### config.mk
export PLATFORM = sky130hd
export DESIGN_NAME = int_exec_unit
export DESIGN_NICKNAME = d
export VERILOG_FILES = /design/src/rtl/exu_pkg.sv /design/src/rtl/exu_alu.sv /design/src/rtl/exu_divider.sv /design/src/rtl/int_exec_unit.sv
export SDC_FILE = /design/constraint.sdc
export NUM_CORES = 2
export LEC_CHECK = 0
export ABC_CLOCK_PERIOD_IN_PS = 13400
export BUFFER_PORTS_ARGS = -buffer_cell sky130_fd_sc_hd__buf_2
export CELL_PAD_IN_SITES_DETAIL_PLACEMENT = 0
export CELL_PAD_IN_SITES_GLOBAL_PLACEMENT = 2
export CORE_ASPECT_RATIO = 0.6
export CORE_MARGIN = 8
export CORE_UTILIZATION = 25
export CTS_BUF_LIST = sky130_fd_sc_hd__clkbuf_4 sky130_fd_sc_hd__clkbuf_8
export DETAILED_ROUTE_END_ITERATION = 12
export PLACE_DENSITY = 0.66
export SYNTH_ARGS = -nofsm -noshare
export SYNTH_HDL_FRONTEND = slang
export SYNTH_SLANG_ARGS = --single-unit
### constraint.sdc
create_clock -name clk -period 13.4 [get_ports clk]
set_input_delay 2.01 -clock clk [delete_from_list [all_inputs] [get_ports clk]]
set_output_delay 2.01 -clock clk [all_outputs]
set_load 0.02 [all_outputs]
### src/rtl/exu_pkg.sv
package exu_pkg;

    typedef enum logic [5:0] {
        OP_ADD, OP_SUB, OP_AND, OP_OR, OP_XOR, OP_NOR,
        OP_ADDI, OP_MULI, OP_ANDI, OP_ORI, OP_XORI,
        OP_ANDHI, OP_ORHI, OP_XORHI,
        OP_CGE, OP_CLT, OP_CNE, OP_CEQ, OP_CGEU, OP_CLTU,
        OP_CGEI, OP_CLTI, OP_CNEI, OP_CEQI, OP_CGEUI, OP_CLTUI,
        OP_SLL, OP_SRL, OP_SRA, OP_ROL, OP_ROR,
        OP_SLLI, OP_SRLI, OP_SRAI, OP_ROLI,
        OP_MUL, OP_MULHSS, OP_MULHUU, OP_MULHSU,
        OP_DIV, OP_DIVU
    } exu_op_e;

    localparam int EXU_OP_COUNT = 41;

endpackage

### src/rtl/exu_alu.sv
module exu_alu
    import exu_pkg::*;
#(
    parameter int W    = 32,
    parameter int IMMW = 16,
    parameter int SHW  = $clog2(W)
) (
    input  exu_op_e         op,
    input  logic [W-1:0]    a,
    input  logic [W-1:0]    b,
    input  logic [IMMW-1:0] imm,
    input  logic [SHW-1:0]  shamt,
    output logic [W-1:0]    res
);

    logic [W-1:0]   imm_s, imm_z, imm_h, cmp_b, mul_b;
    logic [SHW-1:0] amt;
    logic           lt_s, lt_u, eq, flag, a_sx, b_sx;
    logic [2*W-1:0] ma, mb, prod;

    assign imm_s = {{(W-IMMW){imm[IMMW-1]}}, imm};
    assign imm_z = {{(W-IMMW){1'b0}}, imm};
    assign imm_h = {imm, {(W-IMMW){1'b0}}};

    // operand selection for compare, shift and multiply
    always_comb begin
        case (op)
            OP_CGEI, OP_CLTI, OP_CNEI, OP_CEQI: cmp_b = imm_s;
            OP_CGEUI, OP_CLTUI:                 cmp_b = imm_z;
            default:                            cmp_b = b;
        endcase
        amt   = (op inside {OP_SLLI, OP_SRLI, OP_SRAI, OP_ROLI}) ? shamt : b[SHW-1:0];
        mul_b = (op == OP_MULI) ? imm_s : b;
        a_sx  = (op == OP_MULHSS) || (op == OP_MULHSU);
        b_sx  = (op == OP_MULHSS);
    end

    assign lt_s = $signed(a) < $signed(cmp_b);
    assign lt_u = a < cmp_b;
    assign eq   = (a == cmp_b);

    // one shared 2W-bit product serves all multiply variants
    assign ma   = {{W{a_sx & a[W-1]}}, a};
    assign mb   = {{W{b_sx & mul_b[W-1]}}, mul_b};
    assign prod = ma * mb;

    always_comb begin
        case (op)
            OP_CGE, OP_CGEI:   flag = !lt_s;
            OP_CLT, OP_CLTI:   flag = lt_s;
            OP_CNE, OP_CNEI:   flag = !eq;
            OP_CEQ, OP_CEQI:   flag = eq;
            OP_CGEU, OP_CGEUI: flag = !lt_u;
            default:           flag = lt_u;
        endcase
    end

    always_comb begin
        case (op)
            OP_ADD:   res = a + b;
            OP_SUB:   res = a - b;
            OP_AND:   res = a & b;
            OP_OR:    res = a | b;
            OP_XOR:   res = a ^ b;
            OP_NOR:   res = ~(a | b);
            OP_ADDI:  res = a + imm_s;
            OP_ANDI:  res = a & imm_z;
            OP_ORI:   res = a | imm_z;
            OP_XORI:  res = a ^ imm_z;
            OP_ANDHI: res = a & imm_h;
            OP_ORHI:  res = a | imm_h;
            OP_XORHI: res = a ^ imm_h;
            OP_CGE, OP_CLT, OP_CNE, OP_CEQ, OP_CGEU, OP_CLTU,
            OP_CGEI, OP_CLTI, OP_CNEI, OP_CEQI, OP_CGEUI, OP_CLTUI:
                      res = {{(W-1){1'b0}}, flag};
            OP_SLL, OP_SLLI: res = a << amt;
            OP_SRL, OP_SRLI: res = a >> amt;
            OP_SRA, OP_SRAI: res = $signed(a) >>> amt;
            OP_ROL, OP_ROLI: res = (a << amt) | (a >> (W - int'(amt)));
            OP_ROR:          res = (a >> amt) | (a << (W - int'(amt)));
            OP_MUL, OP_MULI: res = prod[W-1:0];
            OP_MULHSS, OP_MULHUU, OP_MULHSU: res = prod[2*W-1:W];
            default:         res = '0;
        endcase
    end

endmodule

### src/rtl/exu_divider.sv
module exu_divider #(
    parameter int W = 32
) (
    input  logic         clk,
    input  logic         rst_n,
    input  logic         start,
    input  logic         sgn,
    input  logic [W-1:0] dividend,
    input  logic [W-1:0] divisor,
    output logic         busy,
    output logic         done,
    output logic [W-1:0] quotient
);

    localparam int CW = $clog2(W);
    localparam logic [W-1:0] MOST_NEG = {1'b1, {(W-1){1'b0}}};

    typedef struct packed {
        logic          busy;
        logic [CW-1:0] cnt;
        logic          neg;
        logic [W-1:0]  rem;
        logic [W-1:0]  quo;
        logic [W-1:0]  dsr;
    } div_state_t;

    div_state_t n_d, n_q;
    logic [W:0]   shifted, trial;
    logic [W-1:0] quo_step, b_eff, a_mag, b_mag;
    logic         subst;

    always_comb begin
        n_d      = n_q;
        shifted  = {n_q.rem, n_q.quo[W-1]};
        trial    = shifted - {1'b0, n_q.dsr};
        quo_step = {n_q.quo[W-2:0], ~trial[W]};
        done     = n_q.busy && (n_q.cnt == CW'(W-1));

        // a divisor of one makes the quotient equal the dividend
        subst = (divisor == '0) || (sgn && dividend == MOST_NEG && divisor == '1);
        b_eff = subst ? {{(W-1){1'b0}}, 1'b1} : divisor;
        a_mag = (sgn && dividend[W-1]) ? -dividend : dividend;
        b_mag = (sgn && b_eff[W-1]) ? -b_eff : b_eff;

        if (start) begin
            n_d.busy = 1'b1;
            n_d.cnt  = '0;
            n_d.neg  = sgn && (dividend[W-1] ^ b_eff[W-1]);
            n_d.rem  = '0;
            n_d.quo  = a_mag;
            n_d.dsr  = b_mag;
        end else if (n_q.busy) begin
            n_d.quo = quo_step;
            n_d.rem = trial[W] ? shifted[W-1:0] : trial[W-1:0];
            n_d.cnt = n_q.cnt + CW'(1);
            if (done) n_d.busy = 1'b0;
        end
    end

    always_ff @(posedge clk or negedge rst_n) begin
        if (!rst_n) n_q <= '0;
        else        n_q <= n_d;
    end

    assign busy     = n_q.busy;
    assign quotient = n_q.neg ? -quo_step : quo_step;


    div_start_chk: assert property (@(posedge clk) disable iff (!rst_n)
        start |=> busy);

    div_end_chk: assert property (@(posedge clk) disable iff (!rst_n)
        done |=> !busy);

    div_continue_chk: assert property (@(posedge clk) disable iff (!rst_n)
        busy && !done |=> busy);

endmodule

### src/rtl/int_exec_unit.sv
module int_exec_unit
    import exu_pkg::*;
#(
    parameter int W    = 32,
    parameter int IMMW = 16,
    parameter int RIDX = 5
) (
    input  logic                 clk,
    input  logic                 rst_n,
    input  logic                 in_valid,
    output logic                 in_ready,
    input  logic [5:0]           in_op,
    input  logic [W-1:0]         in_a,
    input  logic [W-1:0]         in_b,
    input  logic [IMMW-1:0]      in_imm,
    input  logic [$clog2(W)-1:0] in_shamt,
    input  logic [RIDX-1:0]      in_dest,
    output logic                 out_valid,
    input  logic                 out_ready,
    output logic [W-1:0]         out_data,
    output logic [RIDX-1:0]      out_dest,
    output logic                 out_wen,
    output logic                 busy
);

    localparam int SHW = $clog2(W);

    typedef struct packed {
        logic            valid;
        logic [W-1:0]    data;
        logic [RIDX-1:0] dest;
    } slot_t;

    slot_t        s_d, s_q;
    exu_op_e      op;
    logic [W-1:0] alu_res, div_quo;
    logic         div_busy, div_done, op_div, take;

    assign op       = exu_op_e'(in_op);
    assign op_div   = (op == OP_DIV) || (op == OP_DIVU);
    assign in_ready = !div_busy && (!s_q.valid || out_ready);
    assign take     = in_valid && in_ready;

    exu_alu #(.W(W), .IMMW(IMMW), .SHW(SHW)) u_alu (
        .op    (op),
        .a     (in_a),
        .b     (in_b),
        .imm   (in_imm),
        .shamt (in_shamt),
        .res   (alu_res)
    );

    exu_divider #(.W(W)) u_div (
        .clk      (clk),
        .rst_n    (rst_n),
        .start    (take && op_div),
        .sgn      (op == OP_DIV),
        .dividend (in_a),
        .divisor  (in_b),
        .busy     (div_busy),
        .done     (div_done),
        .quotient (div_quo)
    );

    always_comb begin
        s_d = s_q;
        if (s_q.valid && out_ready) s_d.valid = 1'b0;
        if (take) begin
            s_d.dest = in_dest;
            if (!op_div) begin
                s_d.valid = 1'b1;
                s_d.data  = alu_res;
            end
        end
        if (div_done) begin
            s_d.valid = 1'b1;
            s_d.data  = div_quo;
        end
    end

    always_ff @(posedge clk or negedge rst_n) begin
        if (!rst_n) s_q <= '0;
        else        s_q <= s_d;
    end

    assign out_valid = s_q.valid;
    assign out_data  = s_q.data;
    assign out_dest  = s_q.dest;
    assign out_wen   = s_q.valid && (s_q.dest != '0);
    assign busy      = div_busy;


    out_hold_chk: assert property (@(posedge clk) disable iff (!rst_n)
        s_q.valid && !out_ready |=> s_q.valid && $stable(s_q.data) && $stable(s_q.dest));

    slot_free_chk: assert property (@(posedge clk) disable iff (!rst_n)
        div_done |-> !s_q.valid);

endmodule

==> results.json <==
{
  "synth-simple-area-share_pct": 16.9,
  "antenna_found_initial": 65,
  "hold_viol_final": 0,
  "postCtsSetupBuffers": 0,
  "io_buffer_count": 140,
  "cp_max_fo": 25,
  "cp-endpoint": "out_data[11]",
  "tns_ps": 0,
  "synth_edf_count": 0,
  "grt_max_degree": 83,
  "drt-initial-drc-count": 9084,
  "grt_usage_pct": 29.1,
  "row_count": 143,
  "synth_compound_area_share_pct": 16.2,
  "cts_buffers": 25,
  "wirelength_um": 402000,
  "synth_cell_types": 93,
  "crit_arrival_ps": 13160,
  "syn_to_final_growth_pct": 10.3,
  "worstPathRequired_ps": 13870,
  "cts_tree": "yes",
  "min_period_ps": 12690,
  "drc": 0,
  "grt_pass1_wl_um": 546000,
  "place_congestion": 1.07,
  "max_freq_mhz": 78.8,
  "drv_cap": 4,
  "clock-sinks": 141,
  "dp_cells": 11300,
  "rr_endpoint": "out_data[16]",
  "cp_common_cell": "fa_1",
  "cts-root-buf": "clkbuf_8",
  "die_h_um": 406,
  "synthesis.area_um2": 63300,
  "synthAdderAreaFrac_pct": 44.4,
  "rsz0062_at_grt": "no",
  "instances_no_fill": 11400,
  "yosysWarnings": 0,
  "boundaryPins": 141,
  "dp_hpwl_um": 328000,
  "regToRegSetupSlack_ps": 5210,
  "vias": 62900,
  "slew_violations": 10,
  "async_reset_ff_share_pct": 100,
  "die_w_um": 666,
  "cts_hold_buf": 0,
  "run_status": "finished, violations left",
  "synth_top_family_by_area": "adder cells",
  "clock_skew_ps": 55.6,
  "nets": 9588,
  "core_area_um2": 252000,
  "path_clk_slew_ps": 90,
  "synthCells": 7935,
  "first_pass_iters": 9,
  "violations": "max-capacitance violations, max-slew violations",
  "ys_ff_latch": 141,
  "ant_nets": 0,
  "startpoint_type": "input port",
  "synth.mux.area_fraction_pct": 3.31,
  "syn_nets": 9605,
  "startpoint": "in_op[5]",
  "synth.avg_cell_area_um2": 7.97,
  "setup_viol": 0,
  "cts-resized-gates": 0,
  "wl_per_cell_um": 35.4,
  "period_share_pct": 94.7,
  "dieArea_um2": 270000,
  "worst_path_max_delay_cell": "o21ai_2",
  "hold_path.class": "flop to flop",
  "overflow": 0,
  "via_per_inst": 5.54,
  "drive_above_1_share_pct": 8.84,
  "endpoint_kind": "flop",
  "ys_seq_area_share_pct": 5.58,
  "start_util_pct": 25.1,
  "utilization_pct": 27.6,
  "fin_hold_ws_ps": 478,
  "tightest_slew_ps": 1670,
  "clkLatencyLatePin_ps": 630,
  "htree_num_levels": 4,
  "rr_worst_depth": 23,
  "ys.flop_type": "dfrtp_1",
  "max_slew_margin_pct": -12.4,
  "synth-xor-area-share_pct": 2.85,
  "max_stage_delay_ps": 980,
  "clockBufferDepth": 3,
  "critPathKind": "input port to flop",
  "rr_startpoint": "u_div.n_q[63]",
  "grt_pass1_vias": 61300
}
stage by stage:
stage	setup slack (ps)	cell area, µm²
finish	707	69800
global route	492	69700
CTS	943	69700
detailed placement	338	69300
global placement	375	69300
floorplan	2070	63300
Yosys cell counts (38+ instances only):
library cell / n / share of area (%)
inv_1: 1258 / 7.5
nand2_1: 1188 / 7.0
fa_1: 1127 / 36
nor2_1: 632 / 3.7
ha_1: 443 / 8.8
clkbuf_1: 440 / 2.6
o21ai_0: 395 / 3.1
a21oi_1: 385 / 3.0
nand3_1: 150 / 1.2
dfrtp_1: 141 / 5.6
xnor2_1: 136 / 1.9
nor3_1: 121 / 0.96
and2_1: 119 / 1.2
a21o_1: 117 / 1.4
mux2i_1: 106 / 1.7
nand4_1: 72 / 0.71
xor2_1: 70 / 0.97
a221oi_1: 64 / 0.89
a211oi_1: 59 / 0.70
a22oi_1: 52 / 0.62
a31oi_1: 50 / 0.49
o211ai_1: 49 / 0.58
buf_1: 45 / 0.27
mux2_2: 39 / 0.69
buf_2: 38 / 0.30
o31ai_1: 38 / 0.45
worst min-delay path by stage:
stage                       start       endpoint  slack (ps)  depth (start not counted)
global placement     u_div.n_q[2]   u_div.n_q[2]         460                          2
detailed placement   u_div.n_q[5]   u_div.n_q[5]         470                          2
floorplan           u_div.n_q[13]  u_div.n_q[13]         450                          2
global route        u_div.n_q[13]  u_div.n_q[13]         510                          2
CTS                  u_div.n_q[5]   u_div.n_q[5]         480                          2
finish               u_div.n_q[5]   u_div.n_q[5]         480                          2
critical path: cells and delay by family:
family                     cells  cell delay [ps]
AOI/OAI and AO/OA             10             3720
adders and majority gates      9             4460
buffers and inverters          8             1440
and+or+nand+nor                4             1470
cells in the final DEF (no fill, tap or decap), drive strengths merged, types with 120 or more instances in the layout:
cell   count
inv     1261
o21ai    413
and2     120
nand2   1191
dfrtp    141
nor2     633
a21oi    389
nand3    151
buf      488
ha       443
fa      1127
xnor2    136
nor3     121
metal layers:
layer / global-route usage (%) / up-vias / share of wire, %
met2: 35.7 / 3758 / 35
met3: 11.3 / 506 / 13
met1: 45.1 / 32900 / 48
li1: - / 25800 / -
met5: 0 / - / 0.025
met4: 8.73 / 18 / 3.6
registers in the layout, summed over array words and instances (netlist names):
register	flops
u_div.busy	1
out_data	32
u_div.n_q	102
out_valid	1
out_dest	5
cell type report:
type / instances / area [µm²]
clock buffers: 30 / 407
well taps: 3407 / 4260
inverters: 1267 / 4760
multi-input cells: 5995 / 53200
clock inverters: 2 / 60.1
diodes: 31 / 77.6
repair buffers: 488 / 3490
flip-flops and latches: 141 / 3530
fillers: 27500 / 183000
cells by family after synthesis:
family / count (synthesis)
AO/OA/AOI/OAI: 1574
XOR/XNOR: 206
adder cells (fa/ha/maj): 1570
buffers and inverters: 1799
flip-flops: 141
multiplexers: 173
AND/OR/NAND/NOR: 2472
Power is left out: the tool's default activity adds up to more than one toggle a clock period on the data nets, which glitch-free logic cannot reach.
